`src/rtl/pirq_pkg.sv`:
```
package pirq_pkg;
  parameter int unsigned DW      = 8;
  parameter int unsigned NEXT    = 2;
  parameter int unsigned NTMR    = 2;
  parameter int unsigned NSRC    = NEXT + NTMR + 1;
  parameter int unsigned VW      = $clog2(NSRC);
  parameter int unsigned GIE_BIT = DW - 1;
  parameter logic        SEL_EN  = 1'b0;
  parameter logic        SEL_PRI = 1'b1;

  // lowest set index wins (fixed polling order)
  function automatic logic [VW-1:0] first_set(input logic [NSRC-1:0] v);
    logic [VW-1:0] r;
    r = '0;
    for (int i = NSRC - 1; i >= 0; i--) begin
      if (v[i]) r = VW'(i);
    end
    return r;
  endfunction
endpackage

```
`src/rtl/pirq_regs.sv`:
```
module pirq_regs
  import pirq_pkg::*;
(
  input  logic            clk,
  input  logic            rst_n,
  input  logic            sel,
  input  logic            wr,
  input  logic [DW-1:0]   wdata,
  output logic [DW-1:0]   rdata,
  output logic            gie,
  output logic [NSRC-1:0] src_en,
  output logic [NSRC-1:0] src_pri
);
  localparam int unsigned GAP = DW - 1 - NSRC;

  logic            gie_q, gie_d;
  logic [NSRC-1:0] en_q, en_d, pri_q, pri_d;
  logic            en_we, pri_we;

  assign en_we  = wr & (sel == SEL_EN);
  assign pri_we = wr & (sel == SEL_PRI);

  always_comb begin
    gie_d = gie_q;
    en_d  = en_q;
    pri_d = pri_q;
    if (en_we) begin
      gie_d = wdata[GIE_BIT];
      en_d  = wdata[NSRC-1:0];
    end
    if (pri_we) begin
      pri_d = wdata[NSRC-1:0];
    end
  end

  always_ff @(posedge clk or negedge rst_n) begin
    if (!rst_n) begin
      gie_q <= 1'b0;
      en_q  <= '0;
      pri_q <= '0;
    end else begin
      gie_q <= gie_d;
      en_q  <= en_d;
      pri_q <= pri_d;
    end
  end

  assign rdata   = (sel == SEL_PRI) ? {{(DW-NSRC){1'b0}}, pri_q}
                                    : {gie_q, {GAP{1'b0}}, en_q};
  assign gie     = gie_q;
  assign src_en  = en_q;
  assign src_pri = pri_q;
endmodule

```
`src/rtl/pirq_capture.sv`:
```
module pirq_capture
  import pirq_pkg::*;
(
  input  logic            clk,
  input  logic            rst_n,
  input  logic [NEXT-1:0] ext_n,
  input  logic [NEXT-1:0] ext_edge,
  input  logic [NEXT-1:0] ext_clr,
  input  logic [NTMR-1:0] tmr_ovf,
  input  logic            ser_flag,
  output logic [NSRC-1:0] pend
);
  logic [NEXT-1:0] prev_q, flag_q, flag_d;
  logic [NTMR-1:0] tmr_q;
  logic            ser_q;

  // edge mode latches a falling edge until accepted; level mode follows the pin
  always_comb begin
    for (int i = 0; i < NEXT; i++) begin
      if (ext_edge[i]) begin
        flag_d[i] = (prev_q[i] & ~ext_n[i]) | (flag_q[i] & ~ext_clr[i]);
      end else begin
        flag_d[i] = ~ext_n[i];
      end
    end
  end

  always_ff @(posedge clk or negedge rst_n) begin
    if (!rst_n) begin
      prev_q <= '1;
      flag_q <= '0;
      tmr_q  <= '0;
      ser_q  <= 1'b0;
    end else begin
      prev_q <= ext_n;
      flag_q <= flag_d;
      tmr_q  <= tmr_ovf;
      ser_q  <= ser_flag;
    end
  end

  // interleave external and timer flags in polling order, serial last
  for (genvar g = 0; g < NEXT; g++) begin : g_map
    assign pend[2*g]   = flag_q[g];
    assign pend[2*g+1] = tmr_q[g];
  end
  assign pend[NSRC-1] = ser_q;
endmodule

```
`src/rtl/pirq_select.sv`:
```
module pirq_select
  import pirq_pkg::*;
(
  input  logic [NSRC-1:0] pend,
  input  logic [NSRC-1:0] src_en,
  input  logic [NSRC-1:0] src_pri,
  input  logic            gie,
  input  logic            svc_hi,
  input  logic            svc_lo,
  output logic            req,
  output logic [VW-1:0]   idx,
  output logic            lvl_hi
);
  logic [NSRC-1:0] act, act_hi, act_lo;

  assign act    = pend & src_en & {NSRC{gie}};
  assign act_hi = act & src_pri;
  assign act_lo = act & ~src_pri;

  always_comb begin
    req    = 1'b0;
    idx    = '0;
    lvl_hi = 1'b0;
    if ((|act_hi) && !svc_hi) begin
      req    = 1'b1;
      idx    = first_set(act_hi);
      lvl_hi = 1'b1;
    end else if ((|act_lo) && !svc_hi && !svc_lo) begin
      req = 1'b1;
      idx = first_set(act_lo);
    end
  end
endmodule

```
`src/rtl/pirq_ctrl.sv`:
```
module pirq_ctrl
  import pirq_pkg::*;
(
  input  logic            clk,
  input  logic            rst_n,
  input  logic            reg_sel,
  input  logic            reg_wr,
  input  logic [DW-1:0]   reg_wdata,
  output logic [DW-1:0]   reg_rdata,
  input  logic [NEXT-1:0] ext_n,
  input  logic [NEXT-1:0] ext_edge,
  input  logic [NTMR-1:0] tmr_ovf,
  input  logic            ser_tx,
  input  logic            ser_rx,
  input  logic            ack,
  input  logic            ret,
  output logic            irq,
  output logic [VW-1:0]   vec,
  output logic [1:0]      in_svc
);
  logic            rst_s1_q, rst_ni;
  logic            gie;
  logic [NSRC-1:0] src_en, src_pri, pend;
  logic [NEXT-1:0] ext_clr;
  logic            req, lvl_hi, take;
  logic [VW-1:0]   idx;
  logic            svc_hi_q, svc_hi_d, svc_lo_q, svc_lo_d;

  always_ff @(posedge clk or negedge rst_n) begin
    if (!rst_n) begin
      rst_s1_q <= 1'b0;
      rst_ni   <= 1'b0;
    end else begin
      rst_s1_q <= 1'b1;
      rst_ni   <= rst_s1_q;
    end
  end

  pirq_regs u_regs (
    .clk(clk), .rst_n(rst_ni), .sel(reg_sel), .wr(reg_wr), .wdata(reg_wdata),
    .rdata(reg_rdata), .gie(gie), .src_en(src_en), .src_pri(src_pri)
  );

  pirq_capture u_cap (
    .clk(clk), .rst_n(rst_ni), .ext_n(ext_n), .ext_edge(ext_edge),
    .ext_clr(ext_clr), .tmr_ovf(tmr_ovf), .ser_flag(ser_tx | ser_rx), .pend(pend)
  );

  pirq_select u_sel (
    .pend(pend), .src_en(src_en), .src_pri(src_pri), .gie(gie),
    .svc_hi(svc_hi_q), .svc_lo(svc_lo_q), .req(req), .idx(idx), .lvl_hi(lvl_hi)
  );

  assign take = ack & req;

  for (genvar g = 0; g < NEXT; g++) begin : g_clr
    assign ext_clr[g] = take & (idx == VW'(2*g)) & ext_edge[g];
  end

  // return releases the highest level first; accept then marks the new level
  always_comb begin
    svc_hi_d = svc_hi_q;
    svc_lo_d = svc_lo_q;
    if (ret) begin
      if (svc_hi_q) svc_hi_d = 1'b0;
      else          svc_lo_d = 1'b0;
    end
    if (take) begin
      if (lvl_hi) svc_hi_d = 1'b1;
      else        svc_lo_d = 1'b1;
    end
  end

  always_ff @(posedge clk or negedge rst_ni) begin
    if (!rst_ni) begin
      svc_hi_q <= 1'b0;
      svc_lo_q <= 1'b0;
    end else begin
      svc_hi_q <= svc_hi_d;
      svc_lo_q <= svc_lo_d;
    end
  end

  assign irq    = req;
  assign vec    = idx;
  assign in_svc = {svc_hi_q, svc_lo_q};
endmodule

```
`config.mk`:
```
export PLATFORM = sky130hd
export DESIGN_NAME = pirq_ctrl
export DESIGN_NICKNAME = d
export VERILOG_FILES = /design/src/rtl/pirq_pkg.sv /design/src/rtl/pirq_regs.sv /design/src/rtl/pirq_capture.sv /design/src/rtl/pirq_select.sv /design/src/rtl/pirq_ctrl.sv
export SDC_FILE = /design/constraint.sdc
export NUM_CORES = 1
export LEC_CHECK = 0
export ABC_AREA = 1
export ABC_CLOCK_PERIOD_IN_PS = 2000
export BUFFER_PORTS_ARGS = -buffer_cell sky130_fd_sc_hd__buf_4
export CORE_MARGIN = 5
export CORE_UTILIZATION = 50
export DETAILED_ROUTE_END_ITERATION = 8
export GPL_TIMING_DRIVEN = 0
export PLACE_DENSITY = 0.77
export SYNTH_ARGS = -nofsm -noshare
export SYNTH_HDL_FRONTEND = slang
export SYNTH_SLANG_ARGS = --single-unit
```
`constraint.sdc`:
```
create_clock -name clk -period 2 [get_ports clk]
set_input_delay 0.5 -clock clk [delete_from_list [all_inputs] [get_ports clk]]
set_output_delay 0.5 -clock clk [all_outputs]
set_load 0.005 [all_outputs]
```
Yosys cells after proc, flatten, opt, wreduce, memory -nomap -nowiden
Index checks and enable logic that the tools add are counted.

operators by class
  multiplexer cells = 25
  equal/unequal tests = 1
  bitwise gates (word level) = 24
  reductions and logical operators = 8

operator list
  operator                                        number
  two-way mux 3 bit                               12
  AND 5 bit                                       4
  two-way mux 1 bit                               12
  AND 1 bit                                       11
  OR reduction 5 bit                              2
  two-way mux 8 bit                               1
  inverter 1 bit                                  5
  inverter 5 bit                                  1
  == test 3 x 2 -> 1 bit (second input constant)  1
  logical AND 1 bit                               3
  logical NOT 3 bit                               1
  bitwise OR 1 bit                                3
  logical NOT 1 bit                               2

storage, ports and cells
  flip-flop bits (word level) = 22
  word-level logic and storage cells = 69
  output and inout port bits = 14
  input bits = 22

Logic depth before layout (Yosys ltp)
Gate-level depths: netlist (run 1).

  depth after elaboration = 17
  mapped depth = 12
  mapped depth without buffers = 11

By module
From an unflattened synthesis (run 1), not the netlist that was laid out.

unflattened totals
  cell total of the unflattened synthesis = 165
  area total of the unflattened synthesis = 1305.0 sq um

by module, submodules not included
  module        cells an instance  area an instance (sq um)  sequential area each (sq um)  instances
  pirq_regs     70                 544.3                     275.3                         1
  pirq_select   47                 321.6                     0.0                           1
  pirq_capture  22                 240.2                     177.7                         1
  pirq_ctrl     26                 198.9                     100.1                         1

Worst setup path before layout (run 1)
OpenSTA, ideal clock, no wires.

  kind = reg-to-output
  from = reg u_regs.gie_q (netlist: u_regs.gie)
  to = out vec[0]
  required time = 1.500 ns
  cell stages (with the launch flop) = 11
  arrival time = 1.183 ns
  setup slack = 0.317 ns
  buffers on the path = 1
  path through = dfrtp_1 buf_6 nand3_4 nor2_4 nor2_4 nand3_2 nand2_2 nand2_1 nor2_1 nor2_2 inv_1

between the ends
  word-level cells in the longest chain between the ends = 8
  elaborated cells on any way between the ends = 18
  classes of those cells = mux: 10; bitwise: 3; reduce/logical: 5

ends and longest elaborated chain
  what                            RTL line           RTL
  start: declaration              pirq_regs.sv:16    logic gie_q, gie_d;
  start signal: assignment        pirq_regs.sv:42    gie_q <= gie_d;
  AND 5 bit *                     pirq_select.sv:16  assign act = pend & src_en & {NSRC{gie}};
  AND 5 bit                       pirq_select.sv:18  assign act_lo = act & ~src_pri;
  two-way mux 3 bit (4 in a row)  pirq_pkg.sv:16     if (v[i]) r = VW'(i);
  two-way mux 3 bit               pirq_select.sv:28  end else if ((|act_lo) && !svc_hi && !svc_lo) begin
  two-way mux 3 bit *             pirq_select.sv:24  if ((|act_hi) && !svc_hi) begin
  end: declaration                pirq_ctrl.sv:18    output logic [VW-1:0] vec,

Every way passes the cells marked *; elsewhere a longest branch is shown, timed or not.

Worst setup path after layout (run 1)
Ends and elaborated chain as after synthesis.

==> results.py, run 1 <==
metrics = {
    "final_layout": {
        "fin_cells": 222,
        "final_cell_area_um2": 1670,
        "fill_cells": 210,
        "drive_gt1_share_pct": 41.7,
        "layout.nets": 215,
        "syn_to_final_growth_pct": 34.4,
        "antenna-diode-count": 0,
    },
    "logic_synthesis": {
        "synth-async-reset-ratio_pct": 100,
        "synth_area_um2": 1240,
        "syn_avg_cell_area_um2": 8.23,
        "synth-seq-area-share_pct": 44.5,
        "synth.distinct_cells": 27,
        "synth_xor_area_share_pct": 0,
        "synth_top_family_by_area": "simple AND/OR/NAND/NOR gates",
        "synthSimpleGateAreaFrac_pct": 33.6,
        "yosys.cell_count.top_type": "nand2_1",
        "yosysTopAreaCell": "dfrtp_1",
        "syn_inst": 151,
        "synthTopCellsByArea": "dfrtp_1, nand2_1, o21ai_0, inv_1, dfstp_2",
        "synth-seq-cells": 22,
        "synth-edff-count": 0,
        "synth_compound_gate_area_share_pct": 10.2,
        "synth.top_cell.area_share_pct": 40.3,
        "synth-adder-area-share_pct": 0,
        "synth_ff_type": "dfrtp_1",
        "synthTopCellsByCount": "nand2_1, dfrtp_1, inv_1",
        "yosysWarningCount": 0,
        "synthMuxAreaShare_pct": 0,
    },
    "floorplan": {
        "rows": 18,
        "num_io_pins": 36,
        "coreArea_um2": 2430,
        "die_area_um2": 3580,
        "die_x_um": 59.9,
        "die_y_um": 59.9,
        "initial_core_util_pct": 51.1,
    },
    "routing": {
        "first_pass_iters": 4,
        "via_per_inst": 5.05,
        "drt_iter0_drc": 32,
        "antenna_left": 0,
        "wirelength_um": 2930,
        "drc": 0,
        "via_count": 1120,
        "wire_per_inst_um": 13.2,
    },
    "timing": {
        "slew_headroom_pct": 45.8,
        "min_period_ps": 2240,
        "fin_ws_ps": -240,
        "whs_ps": 284,
        "max_freq_mhz": 447,
        "grt_setup_unrepaired": "yes",
        "fin_worst_skew_ps": 3.85,
        "setup_viol_count_final": 4,
        "hold_viol_final": 0,
        "fin_setup_tns_ps": -647,
        "fin_crit_sh_pct": 112,
        "slew_viol_final": 0,
        "worstMarginPinSlew_ps": 812,
    },
    "global_routing": {
        "grt_max_degree": 21,
        "grt-ovfl-total": 0,
        "first_global_vias": 1085,
        "grt_antenna_before_repair": 0,
        "grt_pass1_wl_um": 4620,
        "grt.total_usage_pct": 17.3,
    },
    "hold_path": {
        "hold_path_depth": 1,
        "hold_path.class": "in -> reg",
        "hold_start": "ext_n[1]",
        "whs_endpoint": "u_cap.prev_q[1]$_DFF_PN1_",
    },
    "clock_tree": {
        "clock_path_buffers": 2,
        "path_clk_slew_ps": 130,
        "cts_buffers": 3,
        "cts-root-buf": "clkbuf_4",
        "cts_tree": "built",
        "htreeDepth": 1,
        "clock_sinks": 22,
        "clkLatencyLatePin_ps": 310,
    },
    "power_and_ir_drop": {
        "totalPowerFinal_mw": 1.35,
        "powerDensity_nw_per_um2": 807,
        "vdd_drop_max_v": 0.000585,
        "leakagePower_nw": 0.856,
    },
    "place": {
        "place.gp.congestion": 0.761,
        "dpl_cell_area_um2": 1520,
        "dp_hpwl_um": 2090,
        "dp.cells": 213,
        "io_buffers": 31,
    },
    "job": {
        "cap_violations": 0,
    },
    "critical_path": {
        "arrival_ps": 1740,
        "rr_endpoint": "u_cap.flag_q[1]$_DFF_PN0_",
        "rrSetupSlack_ps": 310,
        "ff2ff_path_depth": 13,
        "critPathMaxFanout": 5,
        "setup.worst_path.class": "reg -> out",
        "rr_startpoint": "u_regs.gie$_DFFE_PN0P_",
        "cp.required_ps": 1500,
        "worst_setup_path_end_kind": "output pin",
        "start_kind": "flop",
    },
    "outcome": {
        "violations": "negative setup slack",
        "outcome": "finished, violations left",
    },
}
[power breakdown]
group | switching, mW | internal, mW | leakage, nW
sequential | 0.0686 | 0.498 | 0.262
combinational | 0.222 | 0.217 | 0.566
clock | 0.141 | 0.203 | 0.0279
total | 0.431 | 0.917 | 0.856
[how the worst max path moves through the flow]
| stage | from | to | slack (ps) | cells after the start |
|---|---|---|---|---|
| global route | u_regs.gie$_DFFE_PN0P_ | vec[0] | -350 | 11 |
| global placement | u_regs.gie$_DFFE_PN0P_ | vec[0] | 160 | 10 |
| detailed placement | u_regs.gie$_DFFE_PN0P_ | vec[0] | 100 | 11 |
| CTS | u_regs.gie$_DFFE_PN0P_ | vec[0] | -220 | 11 |
| floorplan | u_regs.gie$_DFFE_PN0P_ | vec[0] | 320 | 10 |
| finish | u_regs.gie$_DFFE_PN0P_ | vec[0] | -240 | 11 |
[cells by family after synthesis]
group	count (synthesis)
AOI/OAI and AO/OA	23
DFF	22
other	2
buffers and inverters	27
and+or+nand+nor	77
[metal layers]
layer	part of all wire [%]	global-route usage, %
met5	0	0
met4	1.4	6.65
met3	5.5	3.02
met2	52	29.6
met1	41	21.5
[registers in the layout, indices dropped and copies added (netlist names)]
signal,count
u_cap.prev_q,2
u_regs.src_pri,5
rst_ni,1
u_cap.flag_q,2
u_cap.ser_q,1
u_regs.gie,1
svc_lo_q,1
rst_s1_q,1
u_cap.tmr_q,2
svc_hi_q,1
u_regs.src_en,5
[cell usage in the layout, fill, tap and decap left out]
master | Yosys | final
conb_1 | 2 | 3
o21ai_2 | 0 | 1
nand4_1 | 4 | 4
a22o_1 | 1 | 1
buf_6 | 1 | 3
nand3_1 | 8 | 7
bufinv_16 | 0 | 1
a21oi_1 | 2 | 2
nor2_1 | 10 | 7
nor2_2 | 6 | 6
clkbuf_4 | 0 | 3
nor3_2 | 0 | 1
o21ai_0 | 15 | 15
clkbuf_1 | 1 | 1
clkinv_1 | 1 | 1
or2_2 | 1 | 1
dlygate4sd3_1 | 0 | 1
inv_2 | 2 | 3
nand2_1 | 32 | 30
buf_4 | 4 | 37
dfrtp_1 | 20 | 20
inv_1 | 17 | 16
bufinv_8 | 1 | 1
o21bai_1 | 2 | 2
nand2_2 | 6 | 7
o22ai_1 | 2 | 2
nand2_4 | 0 | 1
dfstp_2 | 2 | 2
nand3_4 | 2 | 3
nor2_4 | 3 | 6
nand3_2 | 4 | 4
[metrics by stage]
stage | utilization (%) | worst slack, ps
2_1_floorplan | - | 317
3_3_place_gp | 62.3 | 159
3_5_place_dp | 62.3 | 105
4_1_cts | 66.0 | -219
5_1_grt | 68.7 | -348
6_report | 68.7 | -240
[worst max-delay path, stage by stage (launching register included)]
cell     delay [ps]
dfrtp_1         420
buf_6           150
nand3_4          90
nor2_4           50
nor2_4          130
nand3_2         100
nand2_4         100
nand2_2          70
nor2_4          120
nor2_4           50
inv_2            50
buf_6            80
[final cells by class]
class                   count  area, µm²  area share (%)
repair buffers             36        280            16.8
clock inverters             1       30.0            1.80
clock buffers               3       22.5            1.35
well taps                  30       37.5            2.25
flip-flops and latches     22        553            33.1
inverters                  21       92.6            5.54
plain buffers               6       45.0            2.70
multi-input cells         103        609            36.5
[timing repair]
action                                  in CTS  in global routing
endpoints found under the setup margin       4                  4
hold endpoints to repair                     2                  0
hold buffers                                 1                  0
pin swaps                                    5                  6
setup buffers                                3                  0
gates resized for setup                      0                 17
gates cloned                                 1                  0
(Power assumes the default switching activity.)
==> inputs of run 2 (changes only) <==
Settings changed: ABC_AREA 1 to default, CORE_MARGIN 5 to default, PLACE_DENSITY 0.77 to 0.78.
==> run 2 against run 1 <==
  * The flow still finishes with violations (negative setup slack)
  * Wire length fell by 11%
  * Setup slack got worse by 43 ps
  * Total power rose by 2.7%
  * Sequential cell count did not move
  * Die area fell by 26%
  * Critical path type unchanged
  * Critical endpoint unchanged
==> results.py, run 2 <==
metrics = {
    "place": {
        "place.gp.congestion": 0.844,
        "dp_hpwl_um": 1870,
        "io_buffers": 30,
        "dpl_worst_slack_ps": -42.8,
        "dpl_cell_area_um2": 1490,
    },
    "logic_synthesis": {
        "synth_ff_type": "dfrtp_1",
        "syn_inst": 105,
        "synth_area_um2": 1230,
        "synthSimpleGateAreaFrac_pct": 21.6,
        "synth-async-reset-ratio_pct": 100,
        "synth.top_cell.area_share_pct": 40.7,
        "synth-edff-count": 0,
        "synth.distinct_cells": 39,
        "syn_avg_cell_area_um2": 11.7,
        "yosys.cell_count.top_type": "dfrtp_1",
        "synth-seq-area-share_pct": 45.0,
        "synth_top_family_by_area": "simple AND/OR/NAND/NOR gates",
        "synth_xor_area_share_pct": 0,
        "synth-seq-cells": 22,
        "synthTopCellsByCount": "dfrtp_1, mux2_2, nand3_1, nand4b_1",
        "synth_compound_gate_area_share_pct": 12.9,
        "yosysTopAreaCell": "dfrtp_1",
        "synthMuxAreaShare_pct": 14.7,
        "synth-adder-area-share_pct": 0,
        "synthTopCellsByArea": "dfrtp_1, mux2_2, dfstp_2, nand4b_1, nand4_2",
        "yosysWarningCount": 0,
    },
    "timing": {
        "hold_viol_final": 0,
        "fin_setup_tns_ps": -866,
        "setup_viol_count_final": 4,
        "slew_headroom_pct": 49.0,
        "min_period_ps": 2280,
        "grt_setup_unrepaired": "yes",
        "fin_crit_sh_pct": 114,
        "fin_ws_ps": -282,
        "whs_ps": 285,
        "fin_worst_skew_ps": 5.22,
        "worstMarginPinSlew_ps": 765,
        "slew_viol_final": 0,
        "max_freq_mhz": 438,
    },
    "power_and_ir_drop": {
        "powerDensity_nw_per_um2": 830,
        "leakagePower_nw": 0.747,
        "vdd_drop_max_v": 0.000591,
    },
    "floorplan": {
        "die_area_um2": 2660,
        "die_y_um": 51.6,
        "rows": 17,
        "die_x_um": 51.6,
        "num_io_pins": 36,
        "coreArea_um2": 2250,
        "initial_core_util_pct": 54.5,
    },
    "hold_path": {
        "whs_endpoint": "u_cap.tmr_q[1]$_DFF_PN0_",
        "hold_path_depth": 1,
        "hold_start": "tmr_ovf[1]",
        "hold_path.class": "in -> reg",
    },
    "global_routing": {
        "grt_antenna_before_repair": 0,
        "grt_pass1_wl_um": 4210,
        "grt-ovfl-total": 0,
        "grt.total_usage_pct": 21.7,
        "grt_max_degree": 21,
        "first_global_vias": 1015,
    },
    "final_layout": {
        "drive_gt1_share_pct": 54.3,
        "final_cell_area_um2": 1670,
        "syn_to_final_growth_pct": 35.8,
        "fin_util_pct": 74.0,
        "antenna-diode-count": 0,
        "final_cell_mix": "buf_4, dfrtp_1, mux2_2",
        "mostFrequentLayoutCell": "buf_4",
        "layout.nets": 174,
    },
    "critical_path": {
        "worst_setup_path_end_kind": "output pin",
        "slowest_delay_ps": 440,
        "critPathMaxFanout": 7,
        "rr_startpoint": "u_regs.gie$_DFFE_PN0P_",
        "cp.required_ps": 1500,
        "start_kind": "flop",
        "path_depth": 5,
        "arrival_ps": 1780,
        "ff2ff_path_depth": 9,
        "worst-path-buf-inv": 2,
        "rrSetupSlack_ps": 250,
        "setup.worst_path.class": "reg -> out",
        "rr_endpoint": "u_cap.flag_q[1]$_DFF_PN0_",
        "path_delay_family": "compound AO/OA/AOI/OAI gates",
        "critPathSlowestCell": "dfrtp_2",
        "path_cells": "buf_2 > and4b_1 > a21boi_0 > o41ai_2 > buf_4",
    },
    "clock_tree": {
        "path_clk_slew_ps": 120,
        "clock_sinks": 22,
        "htreeDepth": 1,
        "clock_path_buffers": 2,
        "cts_buffers": 3,
        "clkLatencyLatePin_ps": 310,
        "cts-root-buf": "clkbuf_4",
        "cts_tree": "built",
    },
    "outcome": {
        "violations": "negative setup slack",
        "outcome": "finished, violations left",
    },
    "routing": {
        "first_pass_iters": 4,
        "drc": 0,
        "wire_per_inst_um": 14.5,
        "via_per_inst": 5.69,
        "drt_iter0_drc": 16,
        "via_count": 1018,
        "wirelength_um": 2590,
        "antenna_left": 0,
    },
    "job": {
        "cap_violations": 0,
    },
}
[run 2: cell count changes after synthesis, sizes merged, moves of 2 or more]
cell    delta
inv       -15
mux2      +16
nand2     -34
nand3      -9
nand3b     +2
nand4b     +5
nor2      -16
nor2b      +3
o21ai     -10
o21bai     -2
o22ai      -2
o31ai      +2
[run 2: stage by stage]
step	power, mW	instances
2_1_floorplan	0.864	106
3_3_place_gp	1.02	164
3_5_place_dp	1.04	164
4_1_cts	1.36	176
5_1_grt	1.46	179
6_report	1.38	179
[run 2: repair_timing]
action	4_1_cts	5_1_grt
cloned	1	0
pin swaps	9	4
gates resized for setup	9	2
hold buffers	1	0
setup endpoints to repair	4	4
buffers inserted	6	3
hold endpoints to repair	2	0
[run 2: kinds of logic after synthesis]
family	Yosys count
muxes	16
AOI/OAI and AO/OA	19
other	2
DFF	22
buffers and inverters	11
and+or+nand+nor	35
[run 2: worst max path at each step]
stage | startpoint | to | slack (ps)
6_report | u_regs.gie$_DFFE_PN0P_ | vec[0] | -280
5_1_grt | u_regs.gie$_DFFE_PN0P_ | vec[0] | -360
4_1_cts | u_regs.gie$_DFFE_PN0P_ | vec[2] | -240
3_5_place_dp | u_regs.gie$_DFFE_PN0P_ | vec[0] | -40
3_3_place_gp | u_regs.gie$_DFFE_PN0P_ | vec[0] | -30
2_1_floorplan | u_regs.gie$_DFFE_PN0P_ | vec[0] | 190
[run 2: layout make-up]
| class | count | area [µm²] |
|---|---|---|
| timing repair buffer | 41 | 312 |
| buffer | 7 | 48.8 |
| clock buffer | 4 | 36.3 |
| inverter | 4 | 15.0 |
| fill | 182 | 586 |
| tap | 28 | 35.0 |
| multi-input combinational | 73 | 667 |
| sequential | 22 | 556 |
[run 2: report_power, final]
group	total (mW)	leakage (nW)	internal [mW]	switching (mW)
Clock	0.246	0.0210	0.111	0.135
Combinational	0.531	0.473	0.322	0.210
Sequential	0.608	0.253	0.509	0.0986
Total	1.38	0.747	0.942	0.443
[run 2: metal layers]
metal	vias to the layer above	track usage (%)	share of wire, %
met1	488	24.0	42
met4	0	9.91	1.7
li1	476	-	-
met2	44	40.3	52
met3	10	3.51	4.0
met5	-	0	0
[run 2: worst reg2reg max path, stage by stage (launching register included)]
cell      delay [ps]
dfrtp_2          440
buf_6            150
nand4_1          110
and2_4           200
buf_6            120
a211oi_4         210
buf_4            140
buf_4            100
o22a_1           110
o21ai_1           60
==> inputs of run 3 (changes only) <==
Settings changed: RECOVER_POWER from default to 25.
==> run 3 against run 2 <==
  * The flow still finishes with violations (negative setup slack)
  * Worst hold slack improved by 12 ps
  * Clock power about the same
  * Core utilization shrank 0.17 points
  * Maximum frequency about the same
  * Critical path depth stayed put
  * Non-clock buffer count unchanged
  * Critical endpoint unchanged
  * Largest cell class unchanged
==> results.py, run 3 (same netlist as run 2, synthesis figures left out) <==
metrics = {
    "final_layout": {
        "syn_to_final_growth_pct": 35.5,
        "layout.nets": 174,
        "antenna-diode-count": 0,
        "fin_cells": 179,
        "mostFrequentLayoutCell": "buf_4",
        "final_cell_mix": "buf_4, dfrtp_1, mux2_2",
        "drive_gt1_share_pct": 53.6,
        "fill_cells": 182,
    },
    "power_and_ir_drop": {
        "powerDensity_nw_per_um2": 831,
        "vdd_drop_max_v": 0.000593,
        "netSwitchingFraction_pct": 32.0,
        "p_int_mw": 0.941,
        "p_seq_share_pct": 43.9,
        "leakagePower_nw": 0.742,
        "comb_power_share_pct": 38.2,
        "p_sw_mw": 0.443,
        "clockPowerShare_pct": 17.9,
    },
    "floorplan": {
        "die_area_um2": 2660,
        "die_y_um": 51.6,
        "coreArea_um2": 2250,
        "initial_core_util_pct": 54.5,
        "num_io_pins": 36,
        "rows": 17,
        "die_x_um": 51.6,
    },
    "critical_path": {
        "start_kind": "flop",
        "path_cells": "buf_2 > and4b_1 > a21boi_0 > o41ai_2 > buf_4",
        "critPathSlowestCell": "dfrtp_2",
        "ff2ff_path_depth": 9,
        "slowest_delay_ps": 440,
        "arrival_ps": 1780,
        "setup.worst_path.class": "reg -> out",
        "worst-path-buf-inv": 2,
        "path_depth": 5,
        "critPathMaxFanout": 7,
        "cp.required_ps": 1500,
        "worst_setup_path_end_kind": "output pin",
        "path_delay_family": "compound AO/OA/AOI/OAI gates",
    },
    "global_routing": {
        "grt_antenna_before_repair": 0,
        "grt.total_usage_pct": 21.7,
        "grt_max_degree": 21,
        "grt_pass1_wl_um": 4210,
        "first_global_vias": 1015,
        "grt-ovfl-total": 0,
    },
    "clock_tree": {
        "path_clk_slew_ps": 120,
        "cts_buffers": 3,
        "clkLatencyLatePin_ps": 310,
        "htreeDepth": 1,
        "cts-root-buf": "clkbuf_4",
        "clock_path_buffers": 2,
        "clock_sinks": 22,
        "cts_tree": "built",
    },
    "timing": {
        "grt_setup_unrepaired": "yes",
        "min_period_ps": 2280,
        "worstMarginPinSlew_ps": 768,
        "hold_viol_final": 0,
        "fin_worst_skew_ps": 6.39,
        "slew_headroom_pct": 48.8,
        "fin_ws_ps": -280,
        "setup_viol_count_final": 4,
        "slew_viol_final": 0,
        "fin_crit_sh_pct": 114,
        "max_freq_mhz": 439,
    },
    "hold_path": {
        "hold_path_depth": 1,
        "hold_path.class": "in -> reg",
    },
    "place": {
        "io_buffers": 30,
        "dp.cells": 164,
        "place.gp.congestion": 0.844,
        "dpl_worst_slack_ps": -42.8,
        "dp_hpwl_um": 1870,
    },
    "routing": {
        "wire_per_inst_um": 14.4,
        "drt_iter0_drc": 17,
        "antenna_left": 0,
        "via_per_inst": 5.62,
        "first_pass_iters": 4,
        "met2_length_um": 1340,
        "wirelength_um": 2580,
        "wl_met1_um": 1090,
        "via_count": 1006,
        "drc": 0,
        "dr_wl_met3_um": 97,
        "top_layer_used": "met4",
    },
    "outcome": {
        "outcome": "finished, violations left",
        "violations": "negative setup slack",
    },
    "job": {
        "cap_violations": 0,
    },
}
==> run 3: per-layer routing <==
layer / vias to the layer above / GRT usage (%)
met5: - / 0
met1: 483 / 24.0
met3: 10 / 3.51
met2: 37 / 40.3
li1: 476 / -
met4: 0 / 9.91
==> run 3: cell type report <==
class | instances | area (µm²) | area share (%)
well taps | 28 | 35.0 | 2.10
repair buffers | 41 | 308 | 18.5
flip-flops and latches | 22 | 556 | 33.4
clock buffers | 4 | 36.3 | 2.18
plain buffers | 7 | 48.8 | 2.93
inverters | 4 | 15.0 | 0.902
multi-input cells | 73 | 667 | 40.0
==> run 3: stage by stage <==
step | TNS, ps | hold WS [ps] | cell area [µm²] | util (%) | total power [mW]
after floorplan | 0 | 204 | 1230 | - | 0.864
after detailed placement | -57.1 | 285 | 1490 | 66.2 | 1.04
after global placement | -33.7 | 283 | 1490 | 66.2 | 1.02
after global routing | -1210 | 284 | 1670 | 73.9 | 1.46
final | -853 | 298 | 1670 | 73.9 | 1.38
after CTS | -834 | 280 | 1630 | 72.3 | 1.36
==> run 3: path summary, 6_finish.rpt <==
kind	end	start	slack [ps]
hold / removal	u_cap.prev_q[0]$_DFF_PN1_	ext_n[0]	300
min in group asynchronous	u_cap.flag_q[1]$_DFF_PN0_	rst_ni$_DFF_PN0_	320
setup reg to reg	u_cap.flag_q[1]$_DFF_PN0_	u_regs.gie$_DFFE_PN0P_	270
hold reg to reg	u_cap.flag_q[1]$_DFF_PN0_	rst_ni$_DFF_PN0_	320
max in group asynchronous	u_regs.gie$_DFFE_PN0P_	rst_ni$_DFF_PN0_	1150
setup / recovery	vec[0]	u_regs.gie$_DFFE_PN0P_	-280
==> run 3: power by group through the flow <==
stage,clock network (mW),logic (mW),registers (mW)
after floorplan,0,0.288,0.577
after global placement,0,0.427,0.597
after detailed placement,0,0.434,0.603
after CTS,0.251,0.506,0.599
after global routing,0.265,0.575,0.618
final,0.248,0.529,0.607
==> run 3: what timing repair did <==
action,4_1_cts,5_1_grt
hold endpoints to repair,2,0
setup endpoints to repair,4,4
setup buffers,6,3
resized for setup,9,2
cloned,1,0
hold buffers,1,0
pin swaps,9,4
